--- src/rtl/tod_pkg.sv ---
`timescale 1ns/1ps
package tod_pkg;
  localparam int TOD_SEC_W  = 48;
  localparam int TOD_NS_W   = 32;
  localparam int TOD_FRAC_W = 16;
  localparam int TOD_PNS_W  = 16;
  localparam int TOD_DATA_W = 32;
  localparam int TOD_ADDR_W = 3;
  localparam int TOD_CNT_W  = 32;
  localparam int unsigned TOD_NS_PER_SEC = 1_000_000_000;
  localparam int unsigned TOD_DEF_PNS    = 6;
  localparam int unsigned TOD_DEF_PFRAC  = 16'h6666;

  // register map; the address 2 commit depends on the address 0/1 staging
  typedef enum logic [2:0] {
    RA_SEC_HI  = 3'd0,
    RA_SEC_LO  = 3'd1,
    RA_NS_SET  = 3'd2,
    RA_PERIOD  = 3'd3,
    RA_ADJ_PER = 3'd4,
    RA_ADJ_CNT = 3'd5
  } reg_addr_e;
endpackage

--- src/rtl/tod_regs.sv ---
`timescale 1ns/1ps
module tod_regs import tod_pkg::*; #(
  parameter int SEC_W  = TOD_SEC_W,
  parameter int NS_W   = TOD_NS_W,
  parameter int FRAC_W = TOD_FRAC_W,
  parameter int PNS_W  = TOD_PNS_W,
  parameter int DATA_W = TOD_DATA_W,
  parameter int ADDR_W = TOD_ADDR_W,
  parameter int CNT_W  = TOD_CNT_W,
  parameter int unsigned DEF_PNS   = TOD_DEF_PNS,
  parameter int unsigned DEF_PFRAC = TOD_DEF_PFRAC
) (
  input  logic              clk,
  input  logic              rst_n,
  input  logic              wr_en,
  input  logic [ADDR_W-1:0] wr_addr,
  input  logic [DATA_W-1:0] wr_data,
  output logic [PNS_W-1:0]  nom_ns,
  output logic [FRAC_W-1:0] nom_frac,
  output logic [PNS_W-1:0]  alt_ns,
  output logic [FRAC_W-1:0] alt_frac,
  output logic              set_ld,
  output logic [SEC_W-1:0]  set_sec,
  output logic [NS_W-1:0]   set_ns,
  output logic              cnt_ld,
  output logic [CNT_W-1:0]  cnt_val
);
  localparam int SHI_W = SEC_W - DATA_W;

  logic [SHI_W-1:0]  sec_hi_q;
  logic [DATA_W-1:0] sec_lo_q;

  function automatic logic hit(input logic [ADDR_W-1:0] a, input reg_addr_e r);
    return a == ADDR_W'(r);
  endfunction

  logic w_hi, w_lo, w_per, w_alt;
  assign w_hi   = wr_en && hit(wr_addr, RA_SEC_HI);
  assign w_lo   = wr_en && hit(wr_addr, RA_SEC_LO);
  assign w_per  = wr_en && hit(wr_addr, RA_PERIOD);
  assign w_alt  = wr_en && hit(wr_addr, RA_ADJ_PER);
  assign set_ld = wr_en && hit(wr_addr, RA_NS_SET);
  assign cnt_ld = wr_en && hit(wr_addr, RA_ADJ_CNT);

  assign set_sec = {sec_hi_q, sec_lo_q};
  assign set_ns  = wr_data[NS_W-1:0];
  assign cnt_val = wr_data[CNT_W-1:0];

  always_ff @(posedge clk) begin
    if (!rst_n) begin
      sec_hi_q <= '0;
      sec_lo_q <= '0;
      nom_ns   <= PNS_W'(DEF_PNS);
      nom_frac <= FRAC_W'(DEF_PFRAC);
      alt_ns   <= PNS_W'(DEF_PNS);
      alt_frac <= FRAC_W'(DEF_PFRAC);
    end else begin
      if (w_hi)  sec_hi_q <= wr_data[SHI_W-1:0];
      if (w_lo)  sec_lo_q <= wr_data;
      if (w_per) begin
        nom_ns   <= wr_data[FRAC_W +: PNS_W];
        nom_frac <= wr_data[FRAC_W-1:0];
      end
      if (w_alt) begin
        alt_ns   <= wr_data[FRAC_W +: PNS_W];
        alt_frac <= wr_data[FRAC_W-1:0];
      end
    end
  end
endmodule

--- src/rtl/tod_slew.sv ---
`timescale 1ns/1ps
module tod_slew #(
  parameter int PNS_W  = 16,
  parameter int FRAC_W = 16,
  parameter int CNT_W  = 32
) (
  input  logic              clk,
  input  logic              rst_n,
  input  logic              cnt_ld,
  input  logic [CNT_W-1:0]  cnt_val,
  input  logic [PNS_W-1:0]  nom_ns,
  input  logic [FRAC_W-1:0] nom_frac,
  input  logic [PNS_W-1:0]  alt_ns,
  input  logic [FRAC_W-1:0] alt_frac,
  output logic [PNS_W-1:0]  step_ns,
  output logic [FRAC_W-1:0] step_frac,
  output logic [CNT_W-1:0]  slew_cnt,
  output logic              slew_active
);
  logic [CNT_W-1:0] cnt_q;

  assign slew_active = (cnt_q != '0);
  assign slew_cnt    = cnt_q;
  assign step_ns     = slew_active ? alt_ns   : nom_ns;
  assign step_frac   = slew_active ? alt_frac : nom_frac;

  always_ff @(posedge clk) begin
    if (!rst_n)           cnt_q <= '0;
    else if (cnt_ld)      cnt_q <= cnt_val;
    else if (slew_active) cnt_q <= cnt_q - CNT_W'(1);
  end
endmodule

--- src/rtl/tod_accum.sv ---
`timescale 1ns/1ps
module tod_accum #(
  parameter int SEC_W  = 48,
  parameter int NS_W   = 32,
  parameter int FRAC_W = 16,
  parameter int PNS_W  = 16,
  parameter int unsigned NS_PER_SEC = 1_000_000_000
) (
  input  logic                          clk,
  input  logic                          rst_n,
  input  logic [PNS_W-1:0]              step_ns,
  input  logic [FRAC_W-1:0]             step_frac,
  input  logic                          set_ld,
  input  logic [SEC_W-1:0]              set_sec,
  input  logic [NS_W-1:0]               set_ns,
  input  logic                          mst_ld,
  input  logic [SEC_W+NS_W+FRAC_W-1:0]  mst_time,
  output logic [SEC_W+NS_W+FRAC_W-1:0]  tod_time,
  output logic                          wrap_evt
);
  localparam logic [NS_W:0] NS_LIM = (NS_W+1)'(NS_PER_SEC);
  localparam int RES_W = 1 + NS_W + FRAC_W;

  logic [SEC_W-1:0]  sec_q;
  logic [NS_W-1:0]   ns_q;
  logic [FRAC_W-1:0] frac_q;

  // returns {wrap, ns, frac} after adding one step
  function automatic logic [RES_W-1:0] advance(
    input logic [NS_W-1:0]   ns,
    input logic [FRAC_W-1:0] fr,
    input logic [PNS_W-1:0]  sns,
    input logic [FRAC_W-1:0] sfr
  );
    logic [FRAC_W:0] fsum;
    logic [NS_W:0]   nsum;
    logic            w;
    fsum = {1'b0, fr} + {1'b0, sfr};
    nsum = {1'b0, ns} + (NS_W+1)'(sns) + (NS_W+1)'(fsum[FRAC_W]);
    w    = (nsum >= NS_LIM);
    if (w) nsum = nsum - NS_LIM;
    return {w, nsum[NS_W-1:0], fsum[FRAC_W-1:0]};
  endfunction

  logic [RES_W-1:0]  nxt;
  logic [NS_W-1:0]   ns_inc;
  logic [FRAC_W-1:0] frac_inc;

  assign nxt      = advance(ns_q, frac_q, step_ns, step_frac);
  assign wrap_evt = nxt[RES_W-1];
  assign ns_inc   = nxt[FRAC_W +: NS_W];
  assign frac_inc = nxt[FRAC_W-1:0];
  assign tod_time = {sec_q, ns_q, frac_q};

  always_ff @(posedge clk) begin
    if (!rst_n) begin
      sec_q  <= '0;
      ns_q   <= '0;
      frac_q <= '0;
    end else if (set_ld) begin
      sec_q  <= set_sec;
      ns_q   <= set_ns;
      frac_q <= '0;
    end else if (mst_ld) begin
      sec_q  <= mst_time[NS_W+FRAC_W +: SEC_W];
      ns_q   <= mst_time[FRAC_W +: NS_W];
      frac_q <= mst_time[FRAC_W-1:0];
    end else begin
      sec_q  <= sec_q + SEC_W'(wrap_evt);
      ns_q   <= ns_inc;
      frac_q <= frac_inc;
    end
  end
endmodule

--- src/rtl/tod_counter.sv ---
`timescale 1ns/1ps
module tod_counter import tod_pkg::*; #(
  parameter int SEC_W  = TOD_SEC_W,
  parameter int NS_W   = TOD_NS_W,
  parameter int FRAC_W = TOD_FRAC_W,
  parameter int PNS_W  = TOD_PNS_W,
  parameter int DATA_W = TOD_DATA_W,
  parameter int ADDR_W = TOD_ADDR_W,
  parameter int CNT_W  = TOD_CNT_W,
  parameter int unsigned NS_PER_SEC = TOD_NS_PER_SEC,
  parameter int unsigned DEF_PNS    = TOD_DEF_PNS,
  parameter int unsigned DEF_PFRAC  = TOD_DEF_PFRAC
) (
  input  logic                         clk,
  input  logic                         rst_n,
  input  logic                         wr_en,
  input  logic [ADDR_W-1:0]            wr_addr,
  input  logic [DATA_W-1:0]            wr_data,
  input  logic                         mst_valid,
  input  logic [SEC_W+NS_W+FRAC_W-1:0] mst_time,
  output logic [SEC_W+NS_W+FRAC_W-1:0] tod_time
);
  logic [PNS_W-1:0]  nom_ns, alt_ns, step_ns;
  logic [FRAC_W-1:0] nom_frac, alt_frac, step_frac;
  logic              set_ld, cnt_ld, mst_ld, wrap_evt, slew_active;
  logic [SEC_W-1:0]  set_sec;
  logic [NS_W-1:0]   set_ns;
  logic [CNT_W-1:0]  cnt_val, slew_cnt;

  assign mst_ld = mst_valid && !set_ld;

  tod_regs #(
    .SEC_W(SEC_W), .NS_W(NS_W), .FRAC_W(FRAC_W), .PNS_W(PNS_W),
    .DATA_W(DATA_W), .ADDR_W(ADDR_W), .CNT_W(CNT_W),
    .DEF_PNS(DEF_PNS), .DEF_PFRAC(DEF_PFRAC)
  ) u_regs (
    .clk(clk), .rst_n(rst_n), .wr_en(wr_en), .wr_addr(wr_addr), .wr_data(wr_data),
    .nom_ns(nom_ns), .nom_frac(nom_frac), .alt_ns(alt_ns), .alt_frac(alt_frac),
    .set_ld(set_ld), .set_sec(set_sec), .set_ns(set_ns),
    .cnt_ld(cnt_ld), .cnt_val(cnt_val)
  );

  tod_slew #(.PNS_W(PNS_W), .FRAC_W(FRAC_W), .CNT_W(CNT_W)) u_slew (
    .clk(clk), .rst_n(rst_n), .cnt_ld(cnt_ld), .cnt_val(cnt_val),
    .nom_ns(nom_ns), .nom_frac(nom_frac), .alt_ns(alt_ns), .alt_frac(alt_frac),
    .step_ns(step_ns), .step_frac(step_frac),
    .slew_cnt(slew_cnt), .slew_active(slew_active)
  );

  tod_accum #(
    .SEC_W(SEC_W), .NS_W(NS_W), .FRAC_W(FRAC_W), .PNS_W(PNS_W), .NS_PER_SEC(NS_PER_SEC)
  ) u_accum (
    .clk(clk), .rst_n(rst_n), .step_ns(step_ns), .step_frac(step_frac),
    .set_ld(set_ld), .set_sec(set_sec), .set_ns(set_ns),
    .mst_ld(mst_ld), .mst_time(mst_time),
    .tod_time(tod_time), .wrap_evt(wrap_evt)
  );
endmodule

--- config.mk ---
export PLATFORM = sky130hd
export DESIGN_NAME = tod_counter
export DESIGN_NICKNAME = d
export VERILOG_FILES = /design/src/rtl/tod_pkg.sv /design/src/rtl/tod_regs.sv /design/src/rtl/tod_slew.sv /design/src/rtl/tod_accum.sv /design/src/rtl/tod_counter.sv
export SDC_FILE = /design/constraint.sdc
export NUM_CORES = 1
export LEC_CHECK = 0
export BUFFER_PORTS_ARGS = -buffer_cell sky130_fd_sc_hd__buf_4
export CAP_MARGIN = 20
export CORE_ASPECT_RATIO = 1.1
export CORE_MARGIN = 2
export CORE_UTILIZATION = 25
export DETAILED_ROUTE_END_ITERATION = 7
export PLACE_DENSITY_LB_ADDON = 0.3
export SKIP_LAST_GASP = 1
export SYNTH_ARGS = -nofsm -noshare
export SYNTH_HDL_FRONTEND = slang
export SYNTH_SLANG_ARGS = --single-unit
--- constraint.sdc ---
create_clock -name clk -period 20.5 [get_ports clk]
set_clock_uncertainty 0.05 [all_clocks]
set_input_delay 1.025 -clock clk [delete_from_list [all_inputs] [get_ports clk]]
set_output_delay 1.025 -clock clk [all_outputs]
set_load 0.03 [all_outputs]
# Word level (Yosys, flattened, before mapping)
# Index checks and enable logic that the tools add are counted.
[totals] ff_bits=240 inputBits=135 out_inout_bits=96 elab_cells=45
[op_classes] add_sub_neg=6 order_cmp=1 n_eq_ne=5 muxes=10 bitwise_logic=1 reduce_logical=12
[op_table] operator="32-bit two-way mux" count=5
[op_table] operator="48-bit two-way mux" count=2
[op_table] operator="48-bit by 1-bit adder with 48-bit output" count=1
[op_table] operator="16-bit two-way mux" count=3
[op_table] operator="32-bit by 16-bit adder with 33-bit output" count=1
[op_table] operator="33-bit by 1-bit adder with 33-bit output" count=1
[op_table] operator="33-bit by 30-bit greater-or-equal comparator with 1-bit output, second input constant" count=1
[op_table] operator="32-bit nonzero test" count=1
[op_table] operator="32-bit by 1-bit subtractor with 32-bit output, second input constant" count=1
[op_table] operator="32-bit by 30-bit subtractor with 32-bit output, second input constant" count=1
[op_table] operator="16-bit by 16-bit adder with 17-bit output" count=1
[op_table] operator="1-bit logical AND" count=7
[op_table] operator="3-bit by 2-bit equality test with 1-bit output, second input constant" count=2
[op_table] operator="3-bit equality test, second input constant" count=2
[op_table] operator="3-bit by 1-bit equality test with 1-bit output, second input constant" count=1
[op_table] operator="3-bit zero test" count=1
[op_table] operator="2-bit nonzero test" count=1
[op_table] operator="2-bit OR reduction" count=1
[op_table] operator="1-bit zero test" count=1
[op_table] operator="1-bit inverter" count=1

# Logic depth before layout (Yosys ltp)
[logic_depth] word_depth=8 mapped_depth=54 ltp_nobuf=51

# Modules after synthesis
# A second synthesis with hierarchy kept.
[hier_totals] cells_unflattened=1881 hier_area_um2=14795.4
[by_module_without_submodules] mod="tod_accum" n_inst=1 cells_per_inst=1080 area_per_inst_um2=7754.9 seq_area_each_um2=1921.8
[by_module_without_submodules] mod="tod_regs" n_inst=1 cells_per_inst=479 area_per_inst_um2=4799.6 seq_area_each_um2=2242.2
[by_module_without_submodules] mod="tod_slew" n_inst=1 cells_per_inst=321 area_per_inst_um2=2227.1 seq_area_each_um2=640.6
[by_module_without_submodules] mod="tod_counter" n_inst=1 cells_per_inst=1 area_per_inst_um2=13.8 seq_area_each_um2=0.0

# Worst setup path after synthesis
# No wires, ideal clock.
[synth_path] path_type="flip-flop to flip-flop" from="reg u_slew.cnt_q[8], in the netlist u_slew.slew_cnt[8]" to="reg u_accum.sec_q[44]" setup_ns=0.076 t_arrival_ns=9.597 required_ns=20.374 path_slack_ns=10.777 path_stages_with_launch=52 n_path_buf=2 period_less_slack_ns=9.723 cell_sequence="dfxtp_1 or3_1 or3_1 nor2_1 and3_1 nand2_1 or2_2 nor2_1 clkbuf_1 nand2_1 nand2_1 ha_1 nor2b_1 o21ai_0 nand2b_1 a21o_1 a21o_1 a21o_1 [... 16 more ...] o311a_2 o31ai_1 a21oi_2 inv_1 ha_1 ha_1 and3_1 and4_1 nand3_1 nor2b_1 and2_1 clkbuf_1 nand2_1 nor2_1 xnor2_1 o21ai_0 nand2_1 a21boi_0"
[synth_via] elab_chain_cells=8 word_cells_on_any_way=10 cone_classes="add/sub: 4; order compare: 1; mux: 4; reduce/logical: 1"
[synth_lines] element="start, declared" line_no="tod_slew.sv:20" rtl="logic [CNT_W-1:0] cnt_q;"
[synth_lines] element="start signal, assigned" line_no="tod_slew.sv:29" rtl="else if (cnt_ld) cnt_q <= cnt_val;"
[synth_lines] element="start signal, assigned" line_no="tod_slew.sv:30" rtl="else if (slew_active) cnt_q <= cnt_q - CNT_W'(1);"
[synth_lines] element="32-bit nonzero test *" line_no="tod_slew.sv:22" rtl="assign slew_active = (cnt_q != '0);"
[synth_lines] element="16-bit two-way mux (on tied branches)" line_no="tod_slew.sv:24, tod_slew.sv:25"
[synth_lines] element="32-bit by 16-bit adder with 33-bit output or 16-bit by 16-bit adder with 17-bit output (tied branches)" line_no="tod_accum.sv:39, tod_accum.sv:38"
[synth_lines] element="33-bit by 1-bit adder with 33-bit output *" line_no="tod_accum.sv:39" rtl="nsum = {1'b0, ns} + (NS_W+1)'(sns) + (NS_W+1)'(fsum[FRAC_W]);"
[synth_lines] element="33-bit by 30-bit greater-or-equal comparator with 1-bit output *" line_no="tod_accum.sv:40" rtl="w = (nsum >= NS_LIM);"
[synth_lines] element="48-bit by 1-bit adder with 48-bit output *" line_no="tod_accum.sv:69" rtl="sec_q <= sec_q + SEC_W'(wrap_evt);"
[synth_lines] element="48-bit two-way mux *" line_no="tod_accum.sv:64" rtl="end else if (mst_ld) begin"
[synth_lines] element="48-bit two-way mux *" line_no="tod_accum.sv:60" rtl="end else if (set_ld) begin"
[synth_lines] element="end signal, assigned" line_no="tod_accum.sv:61" rtl="sec_q <= set_sec;"
[synth_lines] element="end signal, assigned" line_no="tod_accum.sv:65" rtl="sec_q <= mst_time[NS_W+FRAC_W +: SEC_W];"
[synth_lines] element="end signal, assigned" line_no="tod_accum.sv:69"
[synth_lines] element="end, declared" line_no="tod_accum.sv:24" rtl="logic [SEC_W-1:0] sec_q;"
# Every way passes the cells marked *; elsewhere a longest branch is shown, timed or not.
# A chain may end at the register's enable or synchronous reset.

# Final worst setup path
[layout_path] from="reg u_slew.cnt_q[8], in the netlist u_slew.slew_cnt[8]" to="reg u_accum.sec_q[46]"
# The elaborated chain is that of the path after synthesis.

==> metrics <==
unrepaired setup endpoints after global routing=false; EDFF count, synth=0; Via density=4.932; Leak=7.279 nW; Compound-Gate Fraction of Synth Area=0.2251; via count=13940; number of global-route vias before repair=13550; Async SR Flop Fraction=0; power per cell area=92.01 mW/mm²; xor/xnor cell area share of the yosys netlist=0.07511; final worst slack=9.004 ns; relative slew slack=0.2946; WL/cell=19.06 µm; residual DRC count=0; CP max stage cell=a21oi_2; Slew @ Worst Pin=1.056 ns; final cell utilization of the core=0.3134; Worst R2R End=u_accum.sec_q[46]; dpl ws=9.062 ns; final hold slack=0.4113 ns; mux cell area share after synthesis=0.01312; CP max FO=37; CTS tree=built; Syn Std Cell Area=0.01411 mm²; post-synthesis adder-cell area fraction=0.03529; Placeable Area=0.05590 mm²; ANT nets after route=0; ANT cells=0; post-synthesis register bit count=240; Flop pwr share=0.349; Hold Vio Cnt, Final=0; Die W=230.5 µm; Root Driver=clkbuf_16; num rows=91; Clock Pin Slew Worst Setup and Hold Paths=0.06 ns; Arr. time, crit path=11.95 ns; Period Utilization, post-route=0.5608; area grow syn2layout=24.19%; layout cells sized above 1=0.1595; Overflow after GRT=0; I/O pins=231; post-synthesis simple-gate area fraction=0.2741; first-pass GRT wire length=81230 µm; P_sw=556.2 µW; detailed router's first-iteration violation count=997; min Tclk post-route=11.50 ns; Num CTS Buffers=30; synth unique cells=80; CTS Hold Bufs=0; cells after synthesis=1897; Max clock buf depth=3; main combinational cell family by area after synthesis=simple AND/OR/NAND/NOR gates; Yosys top cell area share=0.3405; Most used DFF post-synth=dfxtp_1; initial antenna violation count=3; fmax=0.08699 GHz; die area=0.05836 mm²; Comb power frac=0.304; switch share=0.3450; most frequent CP cell=nand2_1; die height=253.2 µm; Final Wtd Congestion=0.8706; IO buf count=230; flop-to-flop setup slack=9.00 ns; Critical Path End=u_accum.sec_q[46]; VDD IR max=0.05719 mV; crit path kind=reg -> reg; largest net degree at the start of global routing=102; Initial Util=0.2524; Clock power frac=0.348; Worst-Skew Late Latency=0.58 ns; Crit path required time=20.95 ns; Setup violations, final=0; postcts setup bufs=0; fin nets=2231; worst reg2reg path depth=47; Max Slew Vio Count=0; Internal Power=1.056 mW; total track usage=0.1791; DP HPWL=38840 µm; Fill cells=6023; # H-tree levels=1; PostCTS Resize Cnt=0; setup_tns=0 ns; mean cell area of the mapped netlist=7.438 µm²; Ys Warns=0; CP Launch Point=u_slew.slew_cnt[8]; largest area contributor in the netlist=dfxtp_1; R2R Path Start=u_slew.slew_cnt[8]; CP Capture Type=flop; post-route total power=1.612 mW; Worst Hold Class=reg -> reg; Crit path largest cell delay=0.68 ns; synth top area cells=dfxtp_1, nand2_1, a21boi_0; max-cap viol count=0; Clock Sinks=240; First-pass DRT Iterations=5; Critical Path Start Type=flop; Detailed Route WL=53870 µm; outcome=completed; syn_nets=2070; Seq/Total Area, Yosys=0.3405
## logic make-up (layout without fill, tap and decap cells)
kind of cell / count (synthesis) / after routing
AOI/OAI and AO/OA: 458 / 458
muxes: 18 / 18
and+or+nand+nor: 888 / 888
adders and majority gates: 38 / 38
buffers and inverters: 134 / 319
DFF: 240 / 240
xor gates and xnor gates: 121 / 121
## synth_stat cells (9+ instances only)
| master | n |
|---|---|
| nand2_1 | 568 |
| dfxtp_1 | 240 |
| a21boi_0 | 149 |
| clkbuf_1 | 98 |
| nor2_1 | 89 |
| o21ai_0 | 89 |
| a21oi_1 | 70 |
| nand3_1 | 65 |
| xor2_1 | 65 |
| xnor2_1 | 56 |
| nor3_1 | 36 |
| ha_1 | 35 |
| o211a_1 | 27 |
| and3_1 | 22 |
| a21o_1 | 18 |
| inv_1 | 17 |
| mux2i_1 | 17 |
| nor2b_1 | 17 |
| nand4_1 | 14 |
| a211oi_1 | 13 |
| o211ai_1 | 11 |
| and2_1 | 10 |
| buf_1 | 10 |
| nor4_1 | 10 |
| a31oi_1 | 9 |
| and4_1 | 9 |
| or3_1 | 9 |
## power groups by stage
stage	logic, mW	clock network (mW)	registers, mW
final	0.490	0.560	0.562
after detailed placement	0.487	0	0.571
after floorplan	0.312	0	0.591
after CTS	0.491	0.575	0.562
after global routing	0.541	0.593	0.567
after global placement	0.479	0	0.570
## cell type report
class / instances / area (µm²) / share of cell area
Clock inverter: 19 / 220.2 / 0.01257
Multi-Input combinational cell: 1523 / 8803 / 0.5024
Clock buffer: 37 / 837.1 / 0.04777
Inverter: 18 / 67.56 / 0.003856
Tap cell: 744 / 930.9 / 0.05312
Sequential cell: 240 / 4805 / 0.2742
Timing Repair Buffer: 245 / 1859 / 0.1061
## state kept, by name (all words and copies together), names as in the netlist
register / cells
u_accum.frac_q: 16
u_accum.ns_q: 32
u_accum.sec_q: 48
u_regs.alt_frac: 16
u_regs.alt_ns: 16
u_regs.nom_frac: 16
u_regs.nom_ns: 16
u_regs.sec_hi_q: 16
u_regs.sec_lo_q: 32
u_slew.slew_cnt: 32
## cells in the final DEF (no fill, tap or decap), types with 27 or more instances in the layout
cell type / count
a21boi_0: 149
nor2_1: 86
nand2_1: 568
nand3_1: 65
nor3_1: 35
o211a_1: 27
a21oi_1: 70
ha_1: 35
xor2_1: 65
o21ai_0: 89
xnor2_1: 56
buf_4: 244
dfxtp_1: 240
clkbuf_16: 30
## per-stage QoR
| stage | instances | cell area [µm²] |
|---|---|---|
| 2_1_floorplan | 1897 | 14110 |
| 3_3_place_gp | 2769 | 16440 |
| 3_5_place_dp | 2769 | 16440 |
| 4_1_cts | 2825 | 17500 |
| 5_1_grt | 2826 | 17520 |
| 6_report | 2826 | 17520 |
## worst min-delay path by stage
| stage | end | from | cells past startpoint |
|---|---|---|---|
| after CTS | u_accum.sec_q[18] | u_regs.sec_lo_q[18] | 2 |
| after detailed placement | u_regs.nom_frac[10] | u_regs.nom_frac[10] | 2 |
| after global placement | u_accum.sec_q[47] | u_regs.sec_hi_q[15] | 2 |
| after floorplan | u_regs.nom_frac[10] | u_regs.nom_frac[10] | 2 |
| final | u_accum.sec_q[18] | u_regs.sec_lo_q[18] | 2 |
| after global routing | u_accum.sec_q[18] | u_regs.sec_lo_q[18] | 2 |
## metal layers
layer / track usage / share of wire
met2: 0.2972 / 0.46
met1: 0.2356 / 0.44
met3: 0.03232 / 0.066
met4: 0.05438 / 0.029
met5: 0 / 0.00074
## critical path: cells and delay by family, from the launching register on
kind	cells	cell delay, ns
compound gates	14	3.63
xor+xnor	1	0.12
fa+ha+maj	5	1.74
buf+inv	2	0.68
flops	1	0.33
simple gates	25	4.80
Power figures use the tool's default switching activity.
